--- src/rtl/bx_tt_pkg.sv ---
package bx_tt_pkg;
  localparam int TICK_W = 8;
  localparam int TURN_W = 16;

  typedef struct packed {
    logic [TURN_W-1:0] turn;
    logic [TICK_W-1:0] tick;
  } bx_stamp_t;

  localparam int STAMP_W = $bits(bx_stamp_t);
endpackage

--- src/rtl/bx_tt_counter.sv ---
module bx_tt_counter
  import bx_tt_pkg::*;
#(
  parameter int TICKS_PER_TURN = 159
) (
  input  logic      clk,
  input  logic      rst,
  input  logic      clr_i,
  output bx_stamp_t stamp_o
);
  localparam logic [TICK_W-1:0] FIRST_TICK = TICK_W'(1);
  localparam logic [TICK_W-1:0] LAST_TICK  = TICK_W'(TICKS_PER_TURN);

  logic [TICK_W-1:0] tick_q;
  logic [TURN_W-1:0] turn_q;

  always_ff @(posedge clk) begin
    if (rst || clr_i) begin
      tick_q <= FIRST_TICK;
      turn_q <= '0;
    end else if (tick_q == LAST_TICK) begin
      tick_q <= FIRST_TICK;
      turn_q <= turn_q + 1'b1;
    end else begin
      tick_q <= tick_q + 1'b1;
    end
  end

  assign stamp_o.tick = tick_q;
  assign stamp_o.turn = turn_q;

  // tick stays within the turn
  p_tick_range_r2: assert property (@(posedge clk) disable iff (rst)
    (tick_q >= FIRST_TICK) && (tick_q <= LAST_TICK));

  // plain step between wraps
  p_tick_step_r2: assert property (@(posedge clk) disable iff (rst)
    (!clr_i && tick_q != LAST_TICK) |=>
      (tick_q == $past(tick_q) + 1'b1) && $stable(turn_q));

  // wrap and turn advance on one edge
  p_turn_wrap_r3: assert property (@(posedge clk) disable iff (rst)
    (!clr_i && tick_q == LAST_TICK) |=>
      (tick_q == FIRST_TICK) && (turn_q == $past(turn_q) + 1'b1));

  // initialize restarts both counts
  p_init_counts_r4: assert property (@(posedge clk) disable iff (rst)
    clr_i |=> (tick_q == FIRST_TICK) && (turn_q == '0));
endmodule

--- src/rtl/bx_tt_fifo.sv ---
module bx_tt_fifo #(
  parameter int DEPTH = 16,
  parameter int WIDTH = 24
) (
  input  logic             clk,
  input  logic             rst,
  input  logic             clr_i,
  input  logic             push_i,
  input  logic [WIDTH-1:0] din_i,
  input  logic             pop_i,
  output logic [WIDTH-1:0] dout_o,
  output logic             valid_o,
  output logic             empty_o,
  output logic             full_o,
  output logic             overflow_o,
  output logic             underflow_o
);
  localparam int AW = (DEPTH > 1) ? $clog2(DEPTH) : 1;
  localparam int CW = $clog2(DEPTH + 1);
  localparam logic [CW-1:0] FULL_CNT = CW'(DEPTH);
  localparam logic [AW-1:0] LAST_PTR = AW'(DEPTH - 1);

  logic [WIDTH-1:0] mem [DEPTH];
  logic [AW-1:0]    wr_ptr_q, rd_ptr_q;
  logic [CW-1:0]    count_q;
  logic [WIDTH-1:0] dout_q;
  logic             valid_q, ovf_q, unf_q;
  logic             do_pop, do_push;

  assign empty_o = (count_q == '0);
  assign full_o  = (count_q == FULL_CNT);
  assign do_pop  = pop_i && !empty_o;
  assign do_push = push_i && (!full_o || do_pop);

  // storage without reset so it maps onto block RAM
  always_ff @(posedge clk) begin
    if (do_push && !clr_i) mem[wr_ptr_q] <= din_i;
  end

  // registered read port
  always_ff @(posedge clk) begin
    if (rst)         dout_q <= '0;
    else if (do_pop && !clr_i) dout_q <= mem[rd_ptr_q];
  end

  always_ff @(posedge clk) begin
    if (rst || clr_i) begin
      wr_ptr_q <= '0;
      rd_ptr_q <= '0;
      count_q  <= '0;
      valid_q  <= 1'b0;
      ovf_q    <= 1'b0;
      unf_q    <= 1'b0;
    end else begin
      if (do_push) wr_ptr_q <= (wr_ptr_q == LAST_PTR) ? '0 : wr_ptr_q + 1'b1;
      if (do_pop)  rd_ptr_q <= (rd_ptr_q == LAST_PTR) ? '0 : rd_ptr_q + 1'b1;
      unique case ({do_push, do_pop})
        2'b10:   count_q <= count_q + 1'b1;
        2'b01:   count_q <= count_q - 1'b1;
        default: count_q <= count_q;
      endcase
      valid_q <= do_pop;
      ovf_q   <= ovf_q | (push_i && !do_push);
      unf_q   <= unf_q | (pop_i && !do_pop);
    end
  end

  assign dout_o      = dout_q;
  assign valid_o     = valid_q;
  assign overflow_o  = ovf_q;
  assign underflow_o = unf_q;

  // flags exclusive and count bounded
  p_empty_full_r11: assert property (@(posedge clk) disable iff (rst)
    !(empty_o && full_o) && (count_q <= FULL_CNT));

  // a real pop presents data on the next edge
  p_pop_valid_r6: assert property (@(posedge clk) disable iff (rst || clr_i)
    (pop_i && !empty_o) |=> valid_o);

  // dropped push leaves the store full and flags it
  p_drop_full_r8: assert property (@(posedge clk) disable iff (rst || clr_i)
    (push_i && !pop_i && full_o) |=> full_o && overflow_o);

  // overflow is sticky
  p_ovf_sticky_r8: assert property (@(posedge clk) disable iff (rst || clr_i)
    overflow_o |=> overflow_o);

  // empty pop gives no data and flags it
  p_empty_pop_r9: assert property (@(posedge clk) disable iff (rst || clr_i)
    (pop_i && empty_o) |=> underflow_o && !valid_o && $stable(dout_o));

  // underflow is sticky
  p_unf_sticky_r9: assert property (@(posedge clk) disable iff (rst || clr_i)
    underflow_o |=> underflow_o);

  // simultaneous push and pop keep the fill level
  p_push_pop_r10: assert property (@(posedge clk) disable iff (rst || clr_i)
    (push_i && pop_i && !empty_o) |=> $stable(count_q) && !$rose(overflow_o));
endmodule

--- src/rtl/bx_tick_turn_tracker.sv ---
module bx_tick_turn_tracker
  import bx_tt_pkg::*;
#(
  parameter int TICKS_PER_TURN = 159,
  parameter int FIFO_DEPTH     = 16,
  parameter bit IGNORE_INIT    = 1'b0
) (
  input  logic              clk,
  input  logic              rst,
  input  logic              init_i,
  input  logic              l1_accept_i,
  input  logic              l2_decision_i,
  output logic [TICK_W-1:0] tick_o,
  output logic [TURN_W-1:0] turn_o,
  output logic [TICK_W-1:0] l1_tick_o,
  output logic [TURN_W-1:0] l1_turn_o,
  output logic              l1_valid_o,
  output logic              fifo_empty_o,
  output logic              fifo_full_o,
  output logic              overflow_o,
  output logic              underflow_o
);
  logic      init_eff;
  bx_stamp_t now_stamp, popped;

  generate
    if (IGNORE_INIT) begin : g_free_running
      assign init_eff = 1'b0;
      // initialize must not disturb counting
      p_ignore_init_r5: assert property (@(posedge clk) disable iff (rst)
        (init_i && tick_o != TICK_W'(TICKS_PER_TURN)) |=>
          (tick_o == $past(tick_o) + 1'b1));
    end else begin : g_init_driven
      assign init_eff = init_i;
    end
  endgenerate

  bx_tt_counter #(
    .TICKS_PER_TURN(TICKS_PER_TURN)
  ) i_counter (
    .clk    (clk),
    .rst    (rst),
    .clr_i  (init_eff),
    .stamp_o(now_stamp)
  );

  bx_tt_fifo #(
    .DEPTH(FIFO_DEPTH),
    .WIDTH(STAMP_W)
  ) i_fifo (
    .clk        (clk),
    .rst        (rst),
    .clr_i      (init_eff),
    .push_i     (l1_accept_i),
    .din_i      (now_stamp),
    .pop_i      (l2_decision_i),
    .dout_o     (popped),
    .valid_o    (l1_valid_o),
    .empty_o    (fifo_empty_o),
    .full_o     (fifo_full_o),
    .overflow_o (overflow_o),
    .underflow_o(underflow_o)
  );

  assign tick_o    = now_stamp.tick;
  assign turn_o    = now_stamp.turn;
  assign l1_tick_o = popped.tick;
  assign l1_turn_o = popped.turn;
endmodule

--- config.mk ---
export PLATFORM = sky130hd
export DESIGN_NAME = bx_tick_turn_tracker
export DESIGN_NICKNAME = d
export VERILOG_FILES = /design/src/rtl/bx_tt_pkg.sv /design/src/rtl/bx_tt_counter.sv /design/src/rtl/bx_tt_fifo.sv /design/src/rtl/bx_tick_turn_tracker.sv
export SDC_FILE = /design/constraint.sdc
export NUM_CORES = 1
export LEC_CHECK = 0
export BUFFER_PORTS_ARGS = -buffer_cell sky130_fd_sc_hd__buf_2
export CAP_MARGIN = 10
export CORE_ASPECT_RATIO = 1.75
export CORE_MARGIN = 1.5
export CORE_UTILIZATION = 49
export CTS_CLUSTER_SIZE = 30
export DETAILED_ROUTE_END_ITERATION = 6
export GPL_TIMING_DRIVEN = 0
export HOLD_SLACK_MARGIN = 0.12
export PLACE_DENSITY = 0.73
export SYNTH_ARGS = -nofsm -noshare
export SYNTH_HDL_FRONTEND = slang
export SYNTH_SLANG_ARGS = --single-unit
--- constraint.sdc ---
create_clock -name clk -period 3.6 [get_ports clk]
set_clock_uncertainty 0.1 [all_clocks]
set_input_delay 0.18 -clock clk [delete_from_list [all_inputs] [get_ports clk]]
set_output_delay 0.18 -clock clk [all_outputs]
set_load 0.05 [all_outputs]
### Word-level counts from Yosys, hierarchy flattened

Memories as Yosys holds them, arrays and structs flattened. A register that Yosys moved wholly into a read port is not among the register bits.
Index checks and enable logic that the tools add are counted.
W data, S select, Z words.

* shifts and indexed selects: 0
* multipliers: 0
* reductions and logical operators: 16
* add/subtract/negate cells: 6
* bitwise logic cells: 2
* divide/modulo/power cells: 0
* order comparisons: 0
* equal/unequal tests: 6
* mux-type cells: 5

Operators by type and width (count)
* $add A16 B1 Y16 const B: 1
* $pmux W5 S2: 1
* $add A4 B1 Y4 const B: 2
* $add A8 B1 Y8 const B: 1
* $eq A4 B4 Y1 const B: 2
* $eq A8 B8 Y1 const B: 1
* $mux W4: 2
* $logic_and A1 B1 Y1: 6
* $add A5 B1 Y5 const B: 1
* $eq A5 B5 Y1 const B: 1
* $logic_not A1 Y1: 5
* $logic_not A5 Y1: 1
* $sub A5 B1 Y5 const B: 1
* $eq A2 B1 Y1 const B: 1
* $eq A2 B2 Y1 const B: 1
* $logic_or A1 B1 Y1: 2
* $mux W1: 2
* $or A1 B1 Y1: 2
* $reduce_bool A2 Y1: 1
* $reduce_or A2 Y1: 1

* memory bits (read-only): 0
* logic and storage cells: 44
* bits in latches: 0
* bits in writable memories: 384
* memories: 1
* register bits: 40
* output and inout port bits: 53
* input port bits: 5

Memories
* i_fifo.mem: words 16, bits a word 24, read ports 1, clocked after Yosys merged registers in 1, write ports 1, RTL line bx_tt_fifo.sv:23 `logic [WIDTH-1:0] mem [DEPTH];`

### Logic depth before layout (Yosys ltp)

Gate-level depths: netlist of the first run.

* depth in word-level cells: 8
* gate-level depth with buffers: 9
* mapped depth without buffers: 8

### Cells and area by module

From an unflattened synthesis of the first run, not the netlist that was laid out.

* cell total of the unflattened synthesis: 899
* area total of the unflattened synthesis: 17459.2 um^2

By module, submodules not included
* bx_tt_fifo: instances 1, cells an instance 773, sequential area each 12331.8 um^2, area each 16382.0 um^2
* bx_tt_counter: instances 1, cells an instance 126, sequential area each 480.5 um^2, area each 1077.3 um^2

### Least setup slack after synthesis of the first run

No wires, ideal clock.

* kind: input to register
* start: input l2_decision_i
* end: memory i_fifo.mem[0][0], enable pin
* data required time: 3.065 ns
* arrival time: 2.773 ns
* cell stages on the path: 5
* library setup time: 0.435 ns
* slack: 0.292 ns
* buffers on the path: 1
* cell sequence: clkbuf_1 -> inv_1 -> a311oi_1 -> nand2_1 -> nor3_1

* cells in the longest elaborated chain, start to end: 6

RTL lines
* start, declared: RTL line bx_tick_turn_tracker.sv:12 `input logic l2_decision_i,`
* $logic_and A1 B1 Y1: RTL line bx_tt_fifo.sv:32 `assign do_pop = pop_i && !empty_o;`
* $logic_or A1 B1 Y1: RTL line bx_tt_fifo.sv:33 `assign do_push = push_i && (!full_o || do_pop);`
* $logic_and A1 B1 Y1: RTL line bx_tt_fifo.sv:33
* $logic_and A1 B1 Y1: RTL line bx_tt_fifo.sv:37 `if (do_push && !clr_i) mem[wr_ptr_q] <= din_i;`
* $mux W1: RTL line bx_tt_fifo.sv:37
* $mux W1 (implied by the code): RTL line bx_tt_fifo.sv:37
* end, declared: RTL line bx_tt_fifo.sv:23

Every way passes these cells.

### Final worst setup path of the first run

* start: register i_fifo.count_q[0]
* end: register i_fifo.count_q[1]

* cells in the longest elaborated chain, start to end: 7
* elaborated cells between the ends (all ways): 13
* those cells by class: add/sub: 2; eq/ne: 3; mux: 1; reduce/logical: 7

RTL lines
* start, declared: RTL line bx_tt_fifo.sv:25 `logic [CW-1:0] count_q;`
* start signal, assigned: RTL line bx_tt_fifo.sv:58 `2'b10: count_q <= count_q + 1'b1;`
* start signal, assigned: RTL line bx_tt_fifo.sv:59 `2'b01: count_q <= count_q - 1'b1;`
* start signal, assigned: RTL line bx_tt_fifo.sv:60 `default: count_q <= count_q;`
* $logic_not A5 Y1: RTL line bx_tt_fifo.sv:30 `assign empty_o = (count_q == '0);`
* $logic_not A1 Y1: RTL line bx_tt_fifo.sv:32
* $logic_and A1 B1 Y1: RTL line bx_tt_fifo.sv:32
* $logic_or A1 B1 Y1: RTL line bx_tt_fifo.sv:33
* $logic_and A1 B1 Y1: RTL line bx_tt_fifo.sv:33
* $eq A2 B1 Y1 / $eq A2 B2 Y1 (equally long branches): RTL line bx_tt_fifo.sv:57 `unique case ({do_push, do_pop})`
* $pmux W5 S2 / $reduce_bool A2 Y1 (equally long branches)

Parallel ways exist; a longest one is shown, timed or not.
A chain may end at the register's enable or synchronous reset.

==> results of run 1 <==
per-layer routing:
| layer | track usage [%] | wire length, um | vias to the layer above |
|---|---|---|---|
| li1 | - | - | 3877 |
| met1 | 25.1 | 14000 | 4611 |
| met2 | 40.6 | 21400 | 309 |
| met3 | 2.64 | 1750 | 89 |
| met4 | 9.40 | 1650 | 0 |
| met5 | 0 | 0 | - |
power breakdown:
group,switching (mW),internal [mW]
Clock,1.79,2.48
Combinational,0.134,0.0703
Sequential,0.0227,5.59
Total,1.95,8.13
what timing repair did:
| action | 4_1_cts | 5_1_grt |
|---|---|---|
| hold buffers | 5 | 0 |
| setup endpoints to repair | 0 | 0 |
| endpoints found under the hold margin | 11 | 0 |
worst min path at each step:
stage | start | slack, ps | end | cells after the start
global route | i_fifo.overflow_o | 410 | i_fifo.overflow_o | 2
CTS | i_fifo.underflow_o | 380 | i_fifo.underflow_o | 2
global placement | i_fifo.underflow_o | 340 | i_fifo.underflow_o | 2
floorplan | rst | 260 | i_fifo.count_q[1] | 2
finish | i_fifo.underflow_o | 370 | i_fifo.underflow_o | 2
detailed placement | i_fifo.underflow_o | 360 | i_fifo.underflow_o | 2
area by class of cell:
| type | instances | area (sq um) | area share [%] |
|---|---|---|---|
| repair buffers | 74 | 520 | 2.63 |
| clock inverters | 11 | 135 | 0.682 |
| flip-flops and latches | 448 | 12800 | 64.7 |
| multi-input cells | 391 | 4340 | 21.9 |
| clock buffers | 60 | 1180 | 5.94 |
| plain buffers | 47 | 206 | 1.04 |
| inverters | 13 | 48.8 | 0.246 |
| well taps | 460 | 576 | 2.90 |
registers in the layout (all words and copies together), names as in the netlist:
register / count
i_fifo.mem: 384
i_fifo.rd_ptr_q: 4
i_fifo.underflow_o: 1
i_fifo.count_q: 5
i_fifo.overflow_o: 1
i_counter.turn_q: 16
i_fifo.valid_o: 1
i_counter.tick_q: 8
i_fifo.wr_ptr_q: 4
i_fifo.dout_o: 24
cell usage in the layout, fill, tap and decap left out, drive strengths merged, types with 10 or more instances in the layout:
cell	Yosys	layout
edfxtp	384	384
mux4	96	96
clkbuf	31	91
buf	16	85
dfxtp	64	64
nor2	63	63
mux2i	33	33
nand2	24	24
mux2	24	24
a221o	24	24
a21oi	20	20
inv	13	13
o21ai	12	12
nand3	11	11
xnor2	10	10
ha	10	10
nor3	10	10
cell families (layout without fill, tap and decap cells):
logic type,after synthesis,after routing,synth area share (%)
compound gates,73,73,3.19
xor+xnor,13,13,0.658
mux,153,153,16.0
fa+ha+maj,11,11,0.839
flops,448,448,74.1
simple gates,141,141,3.80
buf+inv,60,205,1.48
critical path, cell delays in order (launching register included):
cell and delay [ps]:
dfxtp_1 350, nor4_1 720, a21oi_1 330, inv_1 160, fa_1 390, or3_1 370
dlygate4sd3_1 560, mux2i_1 120
==> summary.md, run 1 <==
| Metric | Value |
|---|---|
| Antenna violations before repair | `0` |
| Vias in the first global route | `around 9300` |
| Via-to-Cell Ratio | `5.91` |
| Minimum setup slack after placement | `459 ps` |
| Reg-to-reg setup timing slack | `approximately 440 ps` |
| Post-route clock period utilization | `87.7%` |
| Final total power | `just over 10 mW` |
| Most instantiated library cell after synthesis | `edfxtp_1` |
| Top cells by area, synth | `edfxtp_1, mux4_2, dfxtp_1, mux2i_1, mux2_2` |
| Main synth FF type | `edfxtp_1` |
| H-tree level count | `2` |
| Count of buffers from port buffering | `56` |
| Data arrival time of the critical path | `~3500 ps` |
| Post-CTS Resized | `0` |
| Post-synthesis instance area | `17300 sq um` |
| Worst Setup EP | `i_fifo.count_q[1]` |
| Number of slew-limit violations in the final report | `0` |
| DR WL/cell | `25.8 um` |
| Worst hold slack after final layout | `372 ps` |
| Final antenna-violating net count | `0` |
| Root buffer cell | `clkbuf_16` |
| Proportion of register bits with asynchronous set or reset after synthesis | `0%` |
| Antenna Cells | `0` |
| Number of flip-flops and latches in the synthesized netlist | `448` |
| Number of enable-type register cells in the synthesized netlist | `384` |
| Number of setup violations in the final report | `0` |
| Core Region | `34700 sq um` |
| Final Critical Period | `3160 ps` |
| Overflow left after global routing | `0` |
| Capturing point of the worst reg2reg path | `i_fifo.count_q[1]` |
| Area growth from synthesis to layout | `14.6%` |
| Mean Syn Cell Area | `between 15 and 20 sq um` |
| DPL Wire Length | `about 26000 um` |
| Horizontal extent of the die | `145 um` |
| Post-layout util | `57.1%` |
| Clock tree from TritonCTS | `yes` |
| Highest clock rate | `317 MHz` |
| Fillers | `2609` |
| Dominant cell type by area after synthesis | `edfxtp_1` |
| Total DRC errors in the routed layout | `0` |
| Overall global routing resource usage | `between 20% and 30%` |
| Type of element capturing the critical path | `flop` |
| Reg2reg start | `i_fifo.count_q[0]` |
| Final hold viol count | `0` |
| Run status | `completed` |
| Netlist cell types | `47` |
| Instance count of the mapped netlist | `899` |
| Total negative setup slack | `0 ps` |
| Clock sinks | `448` |
| Number of cells after detailed placement | `1428` |
| Max-cap violations | `0` |
| Post-synthesis sequential area ratio | `74.1%` |
| GP Congestion | `slightly above 0.8` |
| Initial Util | `49.9%` |
| Actual slew at the worst max-slew pin | `1090 ps` |
| Total length of routed wires | `38800 um` |
| Area enclosed by the die boundary | `between 30000 and 40000 sq um` |
| Later-pin clock latency in the skew report | `540 ps` |
| Worst supply voltage drop on vdd | `0.345 mV` |
| Fraction of final layout cells with drive strength greater than 1 | `27.0%` |
| Sort of element at the start of the critical path | `flop` |
| Boundary pin count | `58` |
| Kind of critical path | `flop to flop` |
| Wire length of the first global-routing pass | `57700 um` |
| Setup Fix Bufs, Post-CTS | `0` |
| Power per standard cell area | `509 nW/um^2` |
| Cell count of the worst reg-to-reg path | `7` |
| FP Rows | `90` |
| Highest fanout seen on the critical path | `5` |
| Number of buffers created by CTS | `39` |
| Maximum number of pins on one net before global-route repair | `25` |
| Critical path origin | `i_fifo.count_q[0]` |
| Die height | `252 um` |
| Maximum buffer depth of the clock tree | `3` |
| Leakage power | `approximately 6.1 nW` |
| Total via count in the routed design | `~9000` |
| Setup repair after global routing missed its margin | `no` |
| Fin worst setup slack | `443 ps` |
| Normalized max-slew margin | `27.2%` |
| Number of warnings printed during yosys synthesis | `0` |
| Number of iterations in the first detailed-routing pass | `5` |
| Post-synth top cells | `edfxtp_1, mux4_2, dfxtp_1` |
| Placed instance area | `18500 sq um` |
| Class of the tightest hold or removal check | `flop to flop` |
| Clock-pin slew of the registers on the worst-case setup and hold paths | `60 ps` |
| Share of the synthesized area in the top cell type | `66.7%` |
| Final Net Count | `slightly above 1000` |
| Post-synthesis net count | `915` |
| Initial DRC count | `866` |
| Final Cell Area | `about 20000 sq um` |
| Count of non-filler cells in the finished layout | `~1500` |
| Data required time at the worst endpoint | `3960 ps` |
(Power assumes the default switching activity.)
==> run 2: changes to the inputs <==
--- a/config.mk
+++ b/config.mk
@@ -6,15 +6,16 @@
 export NUM_CORES = 1
 export LEC_CHECK = 0
 export BUFFER_PORTS_ARGS = -buffer_cell sky130_fd_sc_hd__buf_2
-export CAP_MARGIN = 10
+export CAP_MARGIN = 20
+export CELL_PAD_IN_SITES_DETAIL_PLACEMENT = 1
+export CELL_PAD_IN_SITES_GLOBAL_PLACEMENT = 1
 export CORE_ASPECT_RATIO = 1.75
-export CORE_MARGIN = 1.5
 export CORE_UTILIZATION = 49
 export CTS_CLUSTER_SIZE = 30
 export DETAILED_ROUTE_END_ITERATION = 6
 export GPL_TIMING_DRIVEN = 0
 export HOLD_SLACK_MARGIN = 0.12
-export PLACE_DENSITY = 0.73
+export PLACE_DENSITY = 0.81
 export SYNTH_ARGS = -nofsm -noshare
 export SYNTH_HDL_FRONTEND = slang
 export SYNTH_SLANG_ARGS = --single-unit
==> run 2 against run 1 <==
Via count grew 2.5%. Largest power group unchanged. Global-route usage grew 3.7 points. Worst setup slack lost 22 ps.
==> summary.md, run 2 (synthesized netlist as in run 1, its figures left out) <==
| Metric | Value |
|---|---|
| Final antenna-violating net count | `0 (unchanged)` |
| Initial DRC count | `688 (-21%)` |
| Normalized max-slew margin | `22.6% (-4.6 points)` |
| Final Critical Period | `3180 ps (+22.4 ps)` |
| Overall global routing resource usage | `25.5% (+3.7 points)` |
| Crit path buf inv count | `2 (unchanged)` |
| Number of buffers created by CTS | `39 (unchanged)` |
| Biggest register | `i_fifo.mem` |
| Most common library cell in the layout ignoring fill and taps | `edfxtp_1` |
| Worst hold start | `i_fifo.overflow_o` |
| Post-CTS Resized | `0 (unchanged)` |
| Die height | `251 um (-0.40%)` |
| Number of iterations in the first detailed-routing pass | `4 (-1)` |
| Total DRC errors in the routed layout | `0 (unchanged)` |
| Clock-pin slew of the registers on the worst-case setup and hold paths | `70 ps (about the same)` |
| Maximum buffer depth of the clock tree | `3 (unchanged)` |
| Root buffer cell | `clkbuf_16` |
| Flip-flop count of the largest register, all copies and words added | `384 (unchanged)` |
| Fillers | `3075 (+18%)` |
| Clock sinks | `448 (unchanged)` |
| Area enclosed by the die boundary | `36100 sq um (-1.1%)` |
| Vias in the first global route | `10100 (+8.0%)` |
| Post-layout util | `57.8% (+0.67 points)` |
| DR WL/cell | `28.8 um (+12%)` |
| Top library cells by usage in the layout, fill and taps aside | `edfxtp_1, mux4_2, buf_2` |
| Final hold viol count | `0 (unchanged)` |
| Highest fanout seen on the critical path | `5 (unchanged)` |
| Maximum number of pins on one net before global-route repair | `25 (unchanged)` |
| Worst stage delay on the critical path | `720 ps (about the same)` |
| Data required time at the worst endpoint | `3980 ps (+20 ps)` |
| Core Region | `34600 sq um (-0.32%)` |
| Area growth from synthesis to layout | `15.5%` |
| Total length of routed wires | `43500 um (+12%)` |
| Worst Hold Endpoint | `i_fifo.overflow_o` |
| Run status | `completed` |
| Fraction of final layout cells with drive strength greater than 1 | `28.1% (+1.1 points)` |
| Minimum setup slack after placement | `481 ps (+21.5 ps)` |
| Data arrival time of the critical path | `3550 ps (+30 ps)` |
| Number of setup violations in the final report | `0 (unchanged)` |
| Cell count of the worst reg-to-reg path | `7 (unchanged)` |
| Count of buffers from port buffering | `56 (unchanged)` |
| Reg2reg start | `i_fifo.count_q[0]` |
| Final Net Count | `1037 (+0.68%)` |
| Overflow left after global routing | `0 (unchanged)` |
| DPL Wire Length | `29400 um (+14%)` |
| H-tree level count | `2 (unchanged)` |
| Leakage power | `6.15 nW (+1.3%)` |
| Kind of critical path | `flop to flop` |
| Initial Util | `50.0% (+0.16 points)` |
| FP Rows | `90 (unchanged)` |
| Highest clock rate | `315 MHz (-0.70%)` |
| Type of element capturing the critical path | `flop` |
| Worst supply voltage drop on vdd | `0.377 mV (+9.3%)` |
| Number of slew-limit violations in the final report | `0 (unchanged)` |
| Wire length of the first global-routing pass | `64400 um (+12%)` |
| Placed instance area | `18600 sq um (+0.77%)` |
| Clock tree from TritonCTS | `yes` |
| Critical path origin | `i_fifo.count_q[0]` |
| Final Cell Area | `20000 sq um (+0.85%)` |
| Boundary pin count | `58 (unchanged)` |
| Slowest-stage cell, CP | `nor4_1` |
| Power per standard cell area | `511 nW/um^2 (+0.51%)` |
| Post-route clock period utilization | `88.3% (+0.62 points)` |
| Depth of the worst hold-timing path | `2 (unchanged)` |
| Later-pin clock latency in the skew report | `550 ps (about the same)` |
| Antenna Cells | `0 (unchanged)` |
| Antenna violations before repair | `0 (unchanged)` |
| Horizontal extent of the die | `144 um (-0.69%)` |
| Setup repair after global routing missed its margin | `no` |
| Via-to-Cell Ratio | `6.03 (+2.1%)` |
| Class of the tightest hold or removal check | `flop to flop` |
| Reg-to-reg setup timing slack | `420 ps (-20 ps)` |
| Total via count in the routed design | `9107 (+2.5%)` |
| Max-cap violations | `0 (unchanged)` |
| Cell type group with the largest total delay on the critical path | `simple AND/OR/NAND/NOR gates` |
| GP Congestion | `0.767 (-6.6%)` |
| Actual slew at the worst max-slew pin | `1160 ps (+69.1 ps)` |
| Sort of element at the start of the critical path | `flop` |
| Capturing point of the worst reg2reg path | `i_fifo.count_q[1]` |
| Critical Path, Cell by Cell | `nor4_1, a21oi_1, inv_1, fa_1, or3_1, dlygate4sd3_1, mux2i_1` |
| Fin worst setup slack | `421 ps (-22.4 ps)` |
[run 2: cell count changes in the layout (fill, tap and decap cells not counted), moves of 4 or more]
| cell | previous run | this run |
|---|---|---|
| buf_16 | 1 | 6 |
| clkbuf_1 | 42 | 33 |
| clkinv_2 | 2 | 6 |
| buf_6 | 8 | 12 |
| clkbuf_8 | 8 | 3 |
[run 2: report_power, final]
group / leakage [nW] / switching, mW / internal [mW]
sequential: 3.81 / 0.0234 / 5.59
clock: 0.649 / 1.88 / 2.51
combinational: 1.69 / 0.141 / 0.0725
total: 6.15 / 2.05 / 8.17
[run 2: timing repair]
item	CTS	global route
setup buffers	0	0
hold buffers	5	0
hold endpoints to repair	10	0
[run 2: worst register-to-register path, stage by stage (launching register included)]
cell and delay (ps):
dfxtp_1 350, nor4_1 720, a21oi_1 320, inv_1 160, fa_1 400, or3_1 360
dlygate4sd3_1 560, mux2i_1 130
[run 2: how the worst max path moves through the flow]
stage / to / slack [ps] / cells after the start
floorplan: i_fifo.mem[0][0] / 290 / 5
global placement: i_fifo.mem[1][8] / -2140 / 5
detailed placement: i_fifo.dout_o[19] / 480 / 7
CTS: i_fifo.dout_o[19] / 440 / 7
global route: i_fifo.count_q[1] / 290 / 7
finish: i_fifo.count_q[1] / 420 / 7
[run 2: cell type report]
cell class                      count  area (sq um)  share of cell area (%)
Multi-Input combinational cell    391          4340                    21.7
Tap cell                          460           576                    2.88
Timing Repair Buffer               81           663                    3.32
Sequential cell                   448         12800                    64.1
Clock buffer                       46          1070                    5.38
Clock inverter                     24           264                    1.32
Inverter                           13          48.8                   0.244
Buffer                             47           206                    1.03
[run 2: stage by stage]
step                      std cells  hold WS [ps]  TNS, ps  power, mW
after floorplan                 899           256        0       5.85
after global placement         1415           349  -344150       5.92
after detailed placement       1435           365        0       5.93
after CTS                      1510           384        0       10.3
after global routing           1510           405        0       10.4
final                          1510           380        0       10.2
[run 2: per-layer routing]
metal / GRT usage (%) / up-vias / wire length [um]
met3: 3.25 / 103 / 1900
met4: 11.1 / 0 / 1820
met2: 46.3 / 301 / 23900
met1: 29.7 / 4822 / 15900
li1: - / 3881 / -
met5: 0 / - / 0
==> run 3: changes to the inputs <==
--- a/config.mk
+++ b/config.mk
@@ -5,7 +5,6 @@
 export SDC_FILE = /design/constraint.sdc
 export NUM_CORES = 1
 export LEC_CHECK = 0
-export BUFFER_PORTS_ARGS = -buffer_cell sky130_fd_sc_hd__buf_2
 export CAP_MARGIN = 20
 export CELL_PAD_IN_SITES_DETAIL_PLACEMENT = 1
 export CELL_PAD_IN_SITES_GLOBAL_PLACEMENT = 1
@@ -13,9 +12,11 @@
 export CORE_UTILIZATION = 49
 export CTS_CLUSTER_SIZE = 30
 export DETAILED_ROUTE_END_ITERATION = 6
+export DONT_BUFFER_PORTS = 1
 export GPL_TIMING_DRIVEN = 0
 export HOLD_SLACK_MARGIN = 0.12
-export PLACE_DENSITY = 0.81
+export PLACE_DENSITY = 0.79
+export RECOVER_POWER = 25
 export SYNTH_ARGS = -nofsm -noshare
 export SYNTH_HDL_FRONTEND = slang
 export SYNTH_SLANG_ARGS = --single-unit
==> constraint.sdc (replaced) <==
create_clock -name clk -period 3.9 [get_ports clk]
set_clock_uncertainty 0.1 [all_clocks]
set_input_delay 0.195 -clock clk [delete_from_list [all_inputs] [get_ports clk]]
set_output_delay 0.195 -clock clk [all_outputs]
set_load 0.05 [all_outputs]
==> run 3 against run 2 <==
Critical path depth increased by 1. Worst setup slack got worse by 210 ps. Design area decreased by 1.3%. Critical endpoint unchanged. Highest routed layer unchanged.
==> summary.md, run 3 (synthesized netlist as in run 1, its figures left out) <==
| Metric | Value |
|---|---|
| Overflow left after global routing | `0 (unchanged)` |
| Area growth from synthesis to layout | `14.1%` |
| Clock sinks | `448 (unchanged)` |
| Vias in the first global route | `9731 (-3.2%)` |
| Data arrival time of the critical path | `4080 ps (+530 ps)` |
| Boundary pin count | `58 (unchanged)` |
| GP Congestion | `0.785 (+2.3%)` |
| Power share of the sequential group | `55.6% (+0.7 points)` |
| Setup Fix Bufs, Post-CTS | `0 (unchanged)` |
| Antenna violations before repair | `0 (unchanged)` |
| Switching power as a share of total power | `19.7% (-0.36 points)` |
| DPL Wire Length | `28800 um (-1.9%)` |
| Number of setup violations in the final report | `0 (unchanged)` |
| Proportion of power drawn by the clock network | `42.7% (-0.3 points)` |
| Initial Util | `50.0% (unchanged)` |
| Type of element capturing the critical path | `flop` |
| Cell Int Power | `7.52 mW (-7.9%)` |
| Highest clock rate | `271 MHz (-14%)` |
| Post-route clock period utilization | `94.6% (+6.3 points)` |
| Power per standard cell area | `475 nW/um^2 (-7.1%)` |
| Final Net Count | `995 (-4.1%)` |
| Total via count in the routed design | `8970 (-1.5%)` |
| Critical Path, Cell by Cell | `nor4_1, a21oi_1, inv_1, fa_1, or3_1, dlygate4sd3_1, mux2i_1, dlygate4sd3_1` |
| Number of slew-limit violations in the final report | `0 (unchanged)` |
| Root buffer cell | `clkbuf_16` |
| Net load switching power | `1.84 mW (-10%)` |
| Highest fanout seen on the critical path | `5 (unchanged)` |
| Combinational fraction of design power | `1.6% (-0.5 points)` |
| FP Rows | `90 (unchanged)` |
| Count of buffers from port buffering | `0 (-100%)` |
| Data required time at the worst endpoint | `4290 ps (+310 ps)` |
| Normalized max-slew margin | `7.26% (-15 points)` |
| Core Region | `34600 sq um (unchanged)` |
| Horizontal extent of the die | `144 um (unchanged)` |
| Flip-flop count of the largest register, all copies and words added | `384 (unchanged)` |
| Kind of critical path | `flop to flop` |
| Max-cap violations | `0 (unchanged)` |
| Maximum number of pins on one net before global-route repair | `25 (unchanged)` |
| Number of cells after detailed placement | `1381 (-3.8%)` |
| Wire length of the first global-routing pass | `63500 um (-1.4%)` |
| Area enclosed by the die boundary | `36100 sq um (unchanged)` |
| Leakage power | `5.86 nW (-4.6%)` |
| Clock tree from TritonCTS | `yes` |
| Overall global routing resource usage | `25.3% (-0.20 points)` |
| Post-CTS Resized | `0 (unchanged)` |
| Post-layout util | `57.1% (-0.74 points)` |
| Maximum buffer depth of the clock tree | `3 (unchanged)` |
| Worst supply voltage drop on vdd | `0.258 mV (-32%)` |
| Cell repeated most along the worst path | `dlygate4sd3_1` |
| Class of the tightest hold or removal check | `input pin to flop` |
| Count of non-filler cells in the finished layout | `1469 (-2.7%)` |
| Sort of element at the start of the critical path | `flop` |
| Initial DRC count | `644 (-6.4%)` |
| Slowest-stage cell, CP | `nor4_1` |
| Worst stage delay on the critical path | `700 ps (-20 ps)` |
| Clock-pin slew of the registers on the worst-case setup and hold paths | `60 ps (about the same)` |
| Setup repair after global routing missed its margin | `no` |
| Final hold viol count | `0 (unchanged)` |
| Number of hold-repair buffers added at the cts stage | `6 (+1)` |
| Final total power | `9.37 mW (-8.3%)` |
| Number of iterations in the first detailed-routing pass | `5 (+1)` |
| H-tree level count | `2 (unchanged)` |
| Fraction of final layout cells with drive strength greater than 1 | `23.2% (-4.9 points)` |
| Run status | `completed` |
| Final antenna-violating net count | `0 (unchanged)` |
| Later-pin clock latency in the skew report | `550 ps (about the same)` |
| Total negative setup slack | `0 ps (unchanged)` |
| Via-to-Cell Ratio | `6.11 (+1.2%)` |
| Die height | `251 um (unchanged)` |
| Actual slew at the worst max-slew pin | `1390 ps (+230 ps)` |
| Total DRC errors in the routed layout | `0 (unchanged)` |
| Most common library cell in the layout ignoring fill and taps | `edfxtp_1` |
| Biggest register | `i_fifo.mem` |
| Antenna Cells | `0 (unchanged)` |
| DR WL/cell | `29.9 um (+3.7%)` |
| Total length of routed wires | `43900 um (+0.87%)` |
| Number of buffers created by CTS | `39 (unchanged)` |
| Top library cells by usage in the layout, fill and taps aside | `edfxtp_1, mux4_2, dfxtp_1` |
| Final Critical Period | `3690 ps (+512 ps)` |
==> run 3: changes by cell type in the layout (fill, tap and decap cells not counted), sizes merged <==
cell and delta:
clkbuf +24, inv -2, dlygate4sd3 +1, clkinv -1, clkinvlp -4, bufinv -1, buf -58
==> run 3: layout make-up <==
class / instances / area [sq um]
plain buffers: 47 / 206
clock buffers: 55 / 1140
clock inverters: 16 / 180
fillers: 3041 / 14800
inverters: 13 / 48.8
multi-input cells: 391 / 4340
flip-flops and latches: 448 / 12800
well taps: 460 / 576
repair buffers: 39 / 428
==> run 3: routing by layer <==
layer | track usage (%) | share of wire [%]
met1 | 28.7 | 35
met2 | 44.7 | 54
met3 | 4.99 | 5.8
met4 | 12.5 | 5.0
met5 | 0 | 0
==> run 3: final timing paths <==
kind	startpoint	slack, ps	cells past startpoint	to
worst max-delay path	i_fifo.count_q[0]	210	8	i_fifo.count_q[1]
worst min-delay path	rst	160	2	i_fifo.dout_o[0]
worst max register to register	i_fifo.count_q[0]	210	8	i_fifo.count_q[1]
worst min register to register	i_fifo.count_q[2]	410	2	i_fifo.count_q[2]
==> run 3: per-stage QoR <==
stage	hold WS [ps]	area [sq um]	worst slack [ps]
floorplan	271	17300	577
global placement	286	17900	-1730
detailed placement	293	18400	370
CTS	134	19800	232
global route	164	19700	8.51
finish	160	19700	209
==> run 3: power by group through the flow <==
stage	logic (mW)	registers, mW	clock network, mW
final	0.154	5.21	4.00
after global routing	0.164	5.21	4.18
after CTS	0.155	5.21	4.05
after detailed placement	0.148	5.31	0
after global placement	0.137	5.31	0
after floorplan	0.0986	5.30	0
==> run 3: worst max-delay path, delay by kind of cell, from the launching register on <==
kind	cells	cell delay, ps
fa+ha+maj	1	400
flops	1	340
buf+inv	3	1270
mux	1	140
compound gates	1	310
simple gates	2	1070
